### src/rtl/alu_st_pkg.sv
package alu_st_pkg;

    localparam int unsigned DATA_W    = 8;
    localparam int unsigned OP_W      = 3;
    localparam int unsigned NUM_OPS   = 5;
    localparam int unsigned NUM_PAIRS = 8;
    localparam int unsigned PAIR_W    = $clog2(NUM_PAIRS);

    typedef logic [DATA_W-1:0] word_t;

    typedef enum logic [OP_W-1:0] {
        OP_COPY = 3'd0,
        OP_ADD  = 3'd1,
        OP_SUB  = 3'd2,
        OP_AND  = 3'd3,
        OP_XOR  = 3'd4
    } alu_op_e;

    typedef struct packed {
        word_t a;
        word_t b;
    } opnd_pair_t;

    typedef enum logic [2:0] {
        ST_IDLE,
        ST_INIT,
        ST_LOAD,
        ST_EXEC,
        ST_READ,
        ST_DONE
    } seq_state_e;

    // Repeat a 4-bit pattern across the data word (LSB of pattern at bit 0).
    function automatic word_t nib_fill(input logic [3:0] nib);
        word_t w;
        for (int i = 0; i < DATA_W; i++) begin
            w[i] = nib[2'(i % 4)];
        end
        return w;
    endfunction

    // Operand table; pairs 0..3 give every bit position all four A/B combinations.
    function automatic opnd_pair_t pair_at(input logic [PAIR_W-1:0] idx);
        opnd_pair_t p;
        case (idx)
            3'd0:    p = '{a: nib_fill(4'b1100), b: nib_fill(4'b1010)};
            3'd1:    p = '{a: nib_fill(4'b1001), b: nib_fill(4'b0101)};
            3'd2:    p = '{a: nib_fill(4'b0011), b: nib_fill(4'b1010)};
            3'd3:    p = '{a: nib_fill(4'b0110), b: nib_fill(4'b0101)};
            3'd4:    p = '{a: nib_fill(4'b0101), b: nib_fill(4'b1010)};
            3'd5:    p = '{a: '1,                b: word_t'(1)};
            3'd6:    p = '{a: '0,                b: '1};
            default: p = '{a: word_t'(1),        b: '1};
        endcase
        return p;
    endfunction

    function automatic word_t op_eval(input alu_op_e op, input word_t a, input word_t b);
        word_t r;
        case (op)
            OP_COPY: r = a;
            OP_ADD:  r = a + b;
            OP_SUB:  r = a - b;
            OP_AND:  r = a & b;
            OP_XOR:  r = a ^ b;
            default: r = '0;
        endcase
        return r;
    endfunction

endpackage

### src/rtl/alu_st_ref.sv
module alu_st_ref
    import alu_st_pkg::*;
(
    input  alu_op_e op_i,
    input  word_t   a_i,
    input  word_t   b_i,
    output word_t   exp_o
);

    word_t lane [NUM_OPS];

    // One reference lane per operation, selected by the current opcode.
    for (genvar g = 0; g < NUM_OPS; g++) begin : g_lane
        assign lane[g] = op_eval(alu_op_e'(OP_W'(g)), a_i, b_i);
    end

    always_comb begin
        exp_o = '0;
        if (int'(op_i) < int'(NUM_OPS)) begin
            exp_o = lane[op_i];
        end
    end

endmodule

### src/rtl/alu_st_ctrl.sv
module alu_st_ctrl
    import alu_st_pkg::*;
(
    input  logic       clk,
    input  logic       rst,
    input  logic       start_i,
    output logic       clr_o,
    output logic       we_o,
    output logic       go_o,
    output logic       rd_o,
    output logic       done_o,
    output alu_op_e    op_o,
    output opnd_pair_t pair_o
);

    localparam logic [OP_W-1:0]   LAST_OP   = OP_W'(NUM_OPS - 1);
    localparam logic [PAIR_W-1:0] LAST_PAIR = PAIR_W'(NUM_PAIRS - 1);

    seq_state_e        st_q, st_d;
    logic [OP_W-1:0]   op_q;
    logic [PAIR_W-1:0] pix_q;
    logic              last_step;

    assign last_step = (op_q == LAST_OP) && (pix_q == LAST_PAIR);
    assign clr_o     = (st_q == ST_IDLE) && start_i;

    always_comb begin
        st_d = st_q;
        case (st_q)
            ST_IDLE: if (start_i) st_d = ST_INIT;
            ST_INIT: st_d = ST_LOAD;
            ST_LOAD: st_d = ST_EXEC;
            ST_EXEC: st_d = ST_READ;
            ST_READ: st_d = last_step ? ST_DONE : ST_LOAD;
            ST_DONE: st_d = ST_IDLE;
            default: st_d = ST_IDLE;
        endcase
    end

    always_ff @(posedge clk) begin
        if (rst) begin
            st_q  <= ST_IDLE;
            op_q  <= '0;
            pix_q <= '0;
        end else begin
            st_q <= st_d;
            if (clr_o) begin
                op_q  <= '0;
                pix_q <= '0;
            end else if (st_q == ST_READ) begin
                if (pix_q == LAST_PAIR) begin
                    pix_q <= '0;
                    op_q  <= op_q + OP_W'(1);
                end else begin
                    pix_q <= pix_q + PAIR_W'(1);
                end
            end
        end
    end

    always_comb begin
        we_o   = (st_q == ST_INIT) || (st_q == ST_LOAD);
        go_o   = (st_q == ST_EXEC);
        rd_o   = (st_q == ST_READ);
        done_o = (st_q == ST_DONE);
        op_o   = alu_op_e'(op_q);
        pair_o = '0;
        if ((st_q == ST_LOAD) || (st_q == ST_EXEC) || (st_q == ST_READ)) begin
            pair_o = pair_at(pix_q);
        end
    end


    go_after_load_chk: assert property (@(posedge clk) disable iff (rst)
        go_o |-> $past(we_o));


    op_in_range_chk: assert property (@(posedge clk) disable iff (rst)
        go_o |-> (int'(op_o) < int'(NUM_OPS)));


    init_zero_chk: assert property (@(posedge clk) disable iff (rst)
        clr_o |=> (we_o && !go_o && pair_o == '0));


    done_single_chk: assert property (@(posedge clk) disable iff (rst)
        done_o |=> !done_o);

endmodule

### src/rtl/alu_st_chk.sv
module alu_st_chk
    import alu_st_pkg::*;
#(
    parameter int unsigned CNT_W = 4
) (
    input  logic             clk,
    input  logic             rst,
    input  logic             clr_i,
    input  logic             rd_i,
    input  word_t            exp_i,
    input  word_t            res_i,
    output logic             fail_o,
    output logic [CNT_W-1:0] err_o
);

    localparam logic [CNT_W-1:0] CNT_MAX = '1;

    logic             fail_q;
    logic [CNT_W-1:0] err_q;
    logic             miss;

    assign miss = rd_i && (res_i != exp_i);

    always_ff @(posedge clk) begin
        if (rst || clr_i) begin
            fail_q <= 1'b0;
            err_q  <= '0;
        end else if (miss) begin
            fail_q <= 1'b1;
            if (err_q != CNT_MAX) begin
                err_q <= err_q + CNT_W'(1);
            end
        end
    end

    assign fail_o = fail_q;
    assign err_o  = err_q;


    fail_sticky_chk: assert property (@(posedge clk) disable iff (rst)
        (fail_q && !clr_i) |=> fail_q);


    err_no_drop_chk: assert property (@(posedge clk) disable iff (rst)
        !clr_i |=> (err_q >= $past(err_q)));


    err_sat_hold_chk: assert property (@(posedge clk) disable iff (rst)
        (err_q == CNT_MAX && !clr_i) |=> (err_q == CNT_MAX));

endmodule

### src/rtl/alu_selftest_seq.sv
module alu_selftest_seq
    import alu_st_pkg::*;
#(
    parameter int unsigned CNT_W = 4
) (
    input  logic             clk,
    input  logic             rst,
    input  logic             start_i,
    output logic             done_o,
    output logic [7:0]       alu_a_o,
    output logic [7:0]       alu_b_o,
    output logic             alu_we_o,
    output logic [2:0]       alu_op_o,
    output logic             alu_go_o,
    input  logic [7:0]       alu_res_i,
    output logic             fail_o,
    output logic [CNT_W-1:0] err_cnt_o
);

    logic       clr;
    logic       rd;
    alu_op_e    op;
    opnd_pair_t pair;
    word_t      expv;

    alu_st_ctrl u_ctrl (
        .clk     (clk),
        .rst     (rst),
        .start_i (start_i),
        .clr_o   (clr),
        .we_o    (alu_we_o),
        .go_o    (alu_go_o),
        .rd_o    (rd),
        .done_o  (done_o),
        .op_o    (op),
        .pair_o  (pair)
    );

    alu_st_ref u_ref (
        .op_i  (op),
        .a_i   (pair.a),
        .b_i   (pair.b),
        .exp_o (expv)
    );

    alu_st_chk #(.CNT_W(CNT_W)) u_chk (
        .clk    (clk),
        .rst    (rst),
        .clr_i  (clr),
        .rd_i   (rd),
        .exp_i  (expv),
        .res_i  (alu_res_i),
        .fail_o (fail_o),
        .err_o  (err_cnt_o)
    );

    assign alu_a_o  = pair.a;
    assign alu_b_o  = pair.b;
    assign alu_op_o = op;

endmodule

### config.mk
export PLATFORM = sky130hd
export DESIGN_NAME = alu_selftest_seq
export DESIGN_NICKNAME = d
export VERILOG_FILES = /design/src/rtl/alu_st_pkg.sv /design/src/rtl/alu_st_ref.sv /design/src/rtl/alu_st_ctrl.sv /design/src/rtl/alu_st_chk.sv /design/src/rtl/alu_selftest_seq.sv
export SDC_FILE = /design/constraint.sdc
export NUM_CORES = 1
export LEC_CHECK = 0
export BUFFER_PORTS_ARGS = -buffer_cell sky130_fd_sc_hd__clkbuf_2
export CAP_MARGIN = 5
export CORE_ASPECT_RATIO = 1.25
export CORE_MARGIN = 4
export CORE_UTILIZATION = 50
export DETAILED_ROUTE_END_ITERATION = 10
export HOLD_SLACK_MARGIN = 0.1
export PLACE_DENSITY = 0.72
export SLEW_MARGIN = 20
export SYNTH_ARGS = -nofsm -noshare
export SYNTH_HDL_FRONTEND = slang
export SYNTH_SLANG_ARGS = --single-unit
### constraint.sdc
create_clock -name clk -period 6.55 [get_ports clk]
set_input_delay 1.31 -clock clk [delete_from_list [all_inputs] [get_ports clk]]
set_output_delay 1.31 -clock clk [all_outputs]
set_load 0.03 [all_outputs]
==> reports/metrics.cfg, run 1 <==
[sta]
max_freq_mhz = 206
finalSetupViolations = 0
tns_ns = 0
relSlewSlack = 0.434
tightest_slew_ns = 0.848
rsz0062_at_grt = false
hold_viol_final = 0
setup_ws_ns = 1.70
period_share = 0.741
min_period_ns = 4.85
clock_skew_ns = 0.00356
hold_slack_ns = 0.446
slew_viol_final = 0

[yosys]
synth_xor_area_frac = 0.0353
synthTopCellsByArea = dfxtp_1, ha_1, a21oi_1
synthArstFlopShare = 0
synth.area.mux_share = 0.0415
syn_area_um2 = 2230
synth-seq-cells = 14
synth_edf_count = 0
synth_top_family_by_area = simple AND/OR/NAND/NOR gates
seq_area_frac_synth = 0.126
synth_fp_nets = 334
synth_compound_area_frac = 0.269
yosysTopAreaCellShare = 0.126
synth_adder_area_share = 0.142
synth-simple-area-share = 0.288
synth_cells = 300
synth_flop_cell = dfxtp_1
avgSynthCellArea_um2 = 7.44
synth_cell_type_count = 65
yosysWarnings = 0
yosysTopAreaCell = dfxtp_1

[layout]
area_growth_pct = 7.79
nets = 353
final_common_cell = clkbuf_2
multi_input_area_um2 = 1730
diodes = 0
finalCoreUtilization = 0.573
ff_latch_area_um2 = 280
fin_cells = 373
most-common-layout-cells = clkbuf_2, nor2_1, a21oi_1
final.fill_count = 391
drive_above_1_share = 0.183
final_area_um2 = 2410

[global_route]
grt-ovfl-total = 0
grt_first_pass_wirelength_um = 9360
grt_use_total = 0.212
antenna_found_initial = 0
grt_start_max_net_pins = 30
grt_pass1_vias = 2036

[floorplanning]
core-area_um2 = 4200
die_w_um = 67.8
die_h_um = 82.7
io-pin-count = 38
placementRows = 26
initial_core_util = 0.532
die_area_um2 = 5600

[outcome]
status = completed

[place]
placedInstanceArea_um2 = 2360
dp.cells = 370
post-dp-hpwl_um = 4520
place.gp.congestion = 0.933
portBuffers = 37
dp_slack_ns = 1.73

[drt]
firstDrtPassIters = 4
drc = 0
routedWlPerCell_um = 15.3
dr.max_layer_used = met4
viasPerCell = 6.06
routed_wl_um = 5720
drt_first_iter_violations = 177
wl_met1_um = 2370
detail-route-antenna-nets = 0
route.met2.wl_um = 2920
wl_met3_um = 243
vias = 2262

[worst_setup_path]
crit_path_start_kind = flip-flop
crit_path_max_fanout = 7
r2r_slack_ns = 1.70
end_kind = flip-flop
cp.arrival_ns = 4.98
crit_required_ns = 6.68
path_class = flip-flop to flip-flop

[min_path]
hold_path_class = flip-flop to flip-flop

[clocking]
cts_inserted_buffers = 3
hold_buffers = 0
clock-sinks = 14
root_buffer = clkbuf_8
clock_latency_ns = 0.24
post_cts_resized = 0
postCtsSetupBuffers = 0
cts_buffer_depth = 2
cts_tree = done
path_clk_slew_ns = 0.06
ctsHtreeMaxLevel = 1

[power]
p_per_area_nw_per_um2 = 89.5
vdd_ir_drop_max_uv = 127
p_leak_nw = 0.970
p_total_mw = 0.215

[job]
cap_violations = 0

final timing paths:
check	start	to	cells past startpoint
setup / recovery	u_ctrl.pix_q[0]	u_chk.err_o[3]	16
hold / removal	u_chk.fail_o	u_chk.fail_o	2
setup reg to reg	u_ctrl.pix_q[0]	u_chk.err_o[3]	16
hold reg to reg	u_chk.fail_o	u_chk.fail_o	2
Yosys cell counts, types with 2 or more instances:
cell type	count
a311oi_1	4
xnor2_1	6
and3_1	3
nand3_1	6
nor2b_1	10
nor3_1	6
buf_1	2
nor4b_1	4
buf_6	2
a21oi_1	22
a31oi_1	2
a21o_1	2
nor4_1	2
o311ai_0	4
a41oi_1	2
o32ai_1	2
a32oi_1	3
mux2_2	2
nand2_1	14
nand3b_1	5
nor3b_1	3
fa_1	4
xor2_1	3
a211oi_1	2
inv_1	19
o2111ai_1	3
o211ai_1	4
and2_1	3
dfxtp_1	14
clkbuf_1	12
buf_2	2
o211a_1	2
buf_4	8
nor2_1	29
o21ai_1	2
ha_1	19
or3_1	4
or2_2	5
or4_1	2
o21ai_0	15
nand2b_1	12
mux2i_1	7
per-layer routing:
layer / GRT usage / vias up
met3: 0.0189 / 17
li1: - / 1125
met1: 0.255 / 1048
met4: 0.0811 / 0
met2: 0.383 / 72
met5: 0 / -
critical path: stages, from the launching register on:
cell,delay (ns)
dfxtp_1,0.45
inv_1,0.10
ha_1,0.26
a2111o_1,0.42
a21boi_0,0.15
a21oi_1,0.37
ha_1,0.30
inv_1,0.09
fa_1,0.41
fa_1,0.50
a41oi_1,0.21
a32oi_1,0.09
a41oi_2,0.19
o2111ai_1,0.15
or4b_4,0.57
or3_1,0.34
nor3b_1,0.13
registers in the layout (all words and copies together) (netlist names):
name,flops
u_chk.err_o,4
u_ctrl.op_o,3
u_ctrl.pix_q,3
u_ctrl.st_q,3
u_chk.fail_o,1
final cells by class:
cell class | count | share of cell area
multi-input cells | 240 | 0.720
clock buffers | 3 | 0.0172
flip-flops and latches | 14 | 0.116
repair buffers | 40 | 0.0863
inverters | 20 | 0.0312
well taps | 56 | 0.0291
report_power, final:
part / internal, mW / switching [mW]
clock: 0.0405 / 0.0268
sequential: 0.0868 / 0.00295
combinational: 0.0215 / 0.0368
total: 0.149 / 0.0666
kinds of logic (layout without fill, tap and decap cells):
| kind of cell | count (synthesis) | in the layout |
|---|---|---|
| adder cells (fa/ha/maj) | 23 | 23 |
| XOR/XNOR | 9 | 9 |
| buffers and inverters | 46 | 63 |
| multiplexers | 9 | 9 |
| flip-flops | 14 | 14 |
| AND/OR/NAND/NOR | 115 | 115 |
| AO/OA/AOI/OAI | 84 | 84 |
Note: power is estimated with default switching activity, not from simulation.
==> run 2, diff against run 1 <==
--- a/config.mk
+++ b/config.mk
@@ -12,7 +12,7 @@
 export CORE_UTILIZATION = 50
 export DETAILED_ROUTE_END_ITERATION = 10
 export HOLD_SLACK_MARGIN = 0.1
-export PLACE_DENSITY = 0.72
+export PLACE_DENSITY = 0.75
 export SLEW_MARGIN = 20
 export SYNTH_ARGS = -nofsm -noshare
 export SYNTH_HDL_FRONTEND = slang
==> constraint.sdc (replaced) <==
create_clock -name clk -period 4.4 [get_ports clk]
set_input_delay 0.88 -clock clk [delete_from_list [all_inputs] [get_ports clk]]
set_output_delay 0.88 -clock clk [all_outputs]
set_load 0.03 [all_outputs]
==> reports/metrics.cfg, run 2 (synthesized netlist as in run 1, its figures left out) <==
[outcome]
status = completed

[sta]
max_freq_mhz = 237
min_period_ns = 4.22
tightest_slew_ns = 1.07
finalSetupViolations = 0
period_share = 0.959
relSlewSlack = 0.289
hold_viol_final = 0
clock_skew_ns = 0.00209
slew_viol_final = 0

[power]
p_per_area_nw_per_um2 = 132
p_leak_nw = 1.08
vdd_ir_drop_max_uv = 202
p_total_mw = 0.361

[floorplanning]
initial_core_util = 0.532
core-area_um2 = 4200
die_w_um = 67.8
placementRows = 26
die_area_um2 = 5600
die_h_um = 82.7
io-pin-count = 38

[worst_setup_path]
critPathTopFamily = adder cells
crit_slowest_cell = or4b_4
rr_endpoint = u_chk.err_o[3]
reg2reg_from = u_ctrl.pix_q[0]
path_class = flip-flop to flip-flop
path_common_cell = o211ai_1
cpPeakStageDelay_ns = 0.55
r2r_slack_ns = 0.18
end_kind = flip-flop
crit_path_max_fanout = 7
cp_num_buf_inv = 2
cp.arrival_ns = 4.36
crit_required_ns = 4.54
crit_path_start_kind = flip-flop
crit_chain = inv_2, ha_4, a2111o_1, a21boi_4, a21oi_4, ha_2, inv_1, fa_2, fa_1, xor2_1, o211ai_1, o21ai_1, xnor2_1, o211ai_1, or4b_4, or3_1, nor3b_1
reg2reg_depth = 17

[clocking]
clock_latency_ns = 0.25
cts_tree = done
hold_buffers = 0
cts_inserted_buffers = 3
clock-sinks = 14
root_buffer = clkbuf_8
cts_buffer_depth = 2
path_clk_slew_ns = 0.06
ctsHtreeMaxLevel = 1

[drt]
routed_wl_um = 6160
vias = 2343
detail-route-antenna-nets = 0
viasPerCell = 5.96
routedWlPerCell_um = 15.7
drc = 0
drt_first_iter_violations = 254
firstDrtPassIters = 4

[layout]
multi_input_area_um2 = 1880
final.fill_count = 381
diodes = 0
drive_above_1_share = 0.315
ff_latch_area_um2 = 289
area_growth_pct = 22.6
final_area_um2 = 2740
final_common_cell = clkbuf_2
nets = 372
most-common-layout-cells = clkbuf_2, nor2_1, buf_4
largest_register_ff_count = 4

[global_route]
grt-ovfl-total = 0
antenna_found_initial = 0
grt_first_pass_wirelength_um = 9830
grt_use_total = 0.225
grt_start_max_net_pins = 34
grt_pass1_vias = 2206

[place]
post-dp-hpwl_um = 4770
place.gp.congestion = 0.935
placedInstanceArea_um2 = 2530
portBuffers = 37

[job]
cap_violations = 0

[min_path]
whs_path_depth = 2
holdCritStartpoint = u_chk.fail_o
hold_end = u_chk.fail_o
hold_path_class = flip-flop to flip-flop

## run 2: changes by cell type in the layout (fill, tap and decap cells not counted), sizes merged
cell	before	now
buf	3	22
clkbuf	40	41
clkinvlp	0	1
inv	20	19
## run 2: report_power, final
part | internal (mW) | switching (mW)
Sequential | 0.128 | 0.00294
Clock | 0.0793 | 0.0455
Combinational | 0.0419 | 0.0636
Total | 0.249 | 0.112
## run 2: through the flow
step	setup slack (ns)	std cells	hold slack, ns	util	TNS, ns
floorplan	0.00561	300	0.458	-	0
finish	0.178	393	0.452	0.652	0
global route	-0.0156	393	0.473	0.652	-0.0178
detailed placement	-0.0364	385	0.441	0.604	-0.0364
CTS	0.0248	389	0.459	0.619	0
global placement	0.0323	385	0.437	0.604	0
## run 2: tightest hold or removal path, delay by kind of cell, from the launching register on
kind                   cells  cell delay (ns)
AO/OA/AOI/OAI              1             0.05
flip-flops                 1             0.31
buffers and inverters      1             0.05
## run 2: cell type report
class / instances / share of cell area
Sequential cell: 14 / 0.106
Tap cell: 56 / 0.0256
Multi-Input combinational cell: 240 / 0.687
Inverter: 20 / 0.0288
Timing Repair Buffer: 59 / 0.133
Clock buffer: 4 / 0.0201
## run 2: repair_timing
item	in CTS	in global routing
pin swaps	0	16
setup buffers	0	4
gates cloned	0	0
gates resized for setup	3	23
endpoints found under the setup margin	2	5
## run 2: worst max-delay path by stage
stage                     from        endpoint  cells past startpoint
2_1_floorplan  u_ctrl.pix_q[0]  u_chk.err_o[3]                     16
3_3_place_gp   u_ctrl.pix_q[0]  u_chk.err_o[3]                     17
3_5_place_dp   u_ctrl.pix_q[0]  u_chk.err_o[3]                     16
4_1_cts        u_ctrl.pix_q[0]  u_chk.err_o[3]                     18
5_1_grt        u_ctrl.pix_q[1]  u_chk.err_o[3]                     17
6_report       u_ctrl.pix_q[0]  u_chk.err_o[3]                     17
## run 2: metal layers
layer	routed length (um)	vias up	track usage
met3	309	22	0.0203
li1	-	1161	-
met4	253	0	0.126
met1	2430	1075	0.261
met2	3170	85	0.399
met5	0	-	0
==> run 3, diff against run 2 <==
--- a/config.mk
+++ b/config.mk
@@ -8,7 +8,6 @@
 export BUFFER_PORTS_ARGS = -buffer_cell sky130_fd_sc_hd__clkbuf_2
 export CAP_MARGIN = 5
 export CORE_ASPECT_RATIO = 1.25
-export CORE_MARGIN = 4
 export CORE_UTILIZATION = 50
 export DETAILED_ROUTE_END_ITERATION = 10
 export HOLD_SLACK_MARGIN = 0.1
==> reports/metrics.cfg, run 3 (synthesized netlist as in run 1, its figures left out) <==
[global_route]
antenna_found_initial = 0
grt-ovfl-total = 0
grt_use_total = 0.261
grt_start_max_net_pins = 29
grt_first_pass_wirelength_um = 9630
grt_pass1_vias = 2138

[drt]
routedWlPerCell_um = 15.3
firstDrtPassIters = 5
detail-route-antenna-nets = 0
routed_wl_um = 6020
drc = 0
vias = 2354
drt_first_iter_violations = 195
viasPerCell = 6.01

[sta]
max_freq_mhz = 237
hold_viol_final = 0
relSlewSlack = 0.393
period_share = 0.959
tightest_slew_ns = 0.909
setup_ws_ns = 0.180
finalSetupViolations = 0
clock_skew_ns = 0.000886
slew_viol_final = 0
min_period_ns = 4.22

[layout]
nets = 371
finalCoreUtilization = 0.642
final.fill_count = 358
diodes = 0
area_growth_pct = 20.7
most-common-layout-cells = clkbuf_2, nor2_1, a21oi_1, buf_4
drive_above_1_share = 0.301
fin_cells = 392
largest_register_ff_count = 4
final_common_cell = clkbuf_2

[worst_setup_path]
end_kind = flip-flop
r2r_slack_ns = 0.18
crit_path_max_fanout = 7
crit_required_ns = 4.53
cp.arrival_ns = 4.35
path_class = flip-flop to flip-flop
crit_path_start_kind = flip-flop

[outcome]
status = completed

[place]
post-dp-hpwl_um = 4640
portBuffers = 37
dp.cells = 387
place.gp.congestion = 0.934
dp_slack_ns = 0.0195

[min_path]
hold_path_class = flip-flop to flip-flop

[floorplanning]
die_w_um = 61.8
placementRows = 26
die_area_um2 = 4740
core-area_um2 = 4200
io-pin-count = 38
die_h_um = 76.7
initial_core_util = 0.532

[clocking]
root_buffer = clkbuf_8
cts_tree = done
cts_inserted_buffers = 3
ctsHtreeMaxLevel = 1
clock-sinks = 14
clock_latency_ns = 0.24
path_clk_slew_ns = 0.06
hold_buffers = 0
cts_buffer_depth = 2

[power]
vdd_ir_drop_max_uv = 180
p_per_area_nw_per_um2 = 133
p_leak_nw = 1.06

[job]
cap_violations = 0

[run 3: worst max-delay path, cell delays in order, from the launching register on]
cell and delay (ns):
dfxtp_4 0.40, inv_2 0.07, ha_2 0.24, a2111o_1 0.32
a21boi_4 0.16, a21oi_4 0.19, ha_4 0.17, inv_1 0.06
fa_2 0.36, fa_2 0.35, xor2_1 0.15, o211ai_1 0.18
o21ai_1 0.11, xnor2_1 0.19, o211ai_1 0.13, or4b_4 0.55
or3_1 0.34, nor3b_1 0.13
[run 3: what timing repair did]
item | 4_1_cts | 5_1_grt
pin swaps | 0 | 13
resized for setup | 1 | 20
cloned | 0 | 0
buffers inserted | 0 | 1
endpoints found under the setup margin | 1 | 5
[run 3: final timing paths]
check                                      from             end  depth (start not counted)
worst max register to register  u_ctrl.pix_q[0]  u_chk.err_o[3]                         17
worst max-delay path            u_ctrl.pix_q[0]  u_chk.err_o[3]                         17
worst min-delay path               u_chk.fail_o    u_chk.fail_o                          2
worst min register to register     u_chk.fail_o    u_chk.fail_o                          2
[run 3: report_power, final]
| part | total [mW] | switching, mW | internal (mW) |
|---|---|---|---|
| sequential | 0.130 | 0.00174 | 0.128 |
| combinational | 0.104 | 0.0631 | 0.0409 |
| clock | 0.123 | 0.0442 | 0.0792 |
[run 3: area by class of cell]
| type | instances | area (um^2) | area share |
|---|---|---|---|
| Multi-Input combinational cell | 240 | 1860 | 0.690 |
| Sequential cell | 14 | 288 | 0.107 |
| Timing Repair Buffer | 58 | 343 | 0.127 |
| Tap cell | 56 | 70.1 | 0.0260 |
| Clock buffer | 4 | 55.1 | 0.0204 |
| Inverter | 20 | 78.8 | 0.0293 |
[run 3: metrics by stage]
stage	instance area (um^2)	total power [mW]	setup TNS, ns	hold WS, ns
3_5_place_dp	2550	0.234	0	0.447
2_1_floorplan	2290	0.204	0	0.458
3_3_place_gp	2550	0.233	0	0.437
6_report	2690	0.357	0	0.456
4_1_cts	2610	0.359	0	0.461
5_1_grt	2690	0.376	-0.0233	0.496
[run 3: routing by layer]
metal | wire (um) | global-route usage
met5 | 0 | 0
met1 | 2530 | 0.325
met3 | 188 | 0.0152
met2 | 3120 | 0.448
met4 | 171 | 0.107
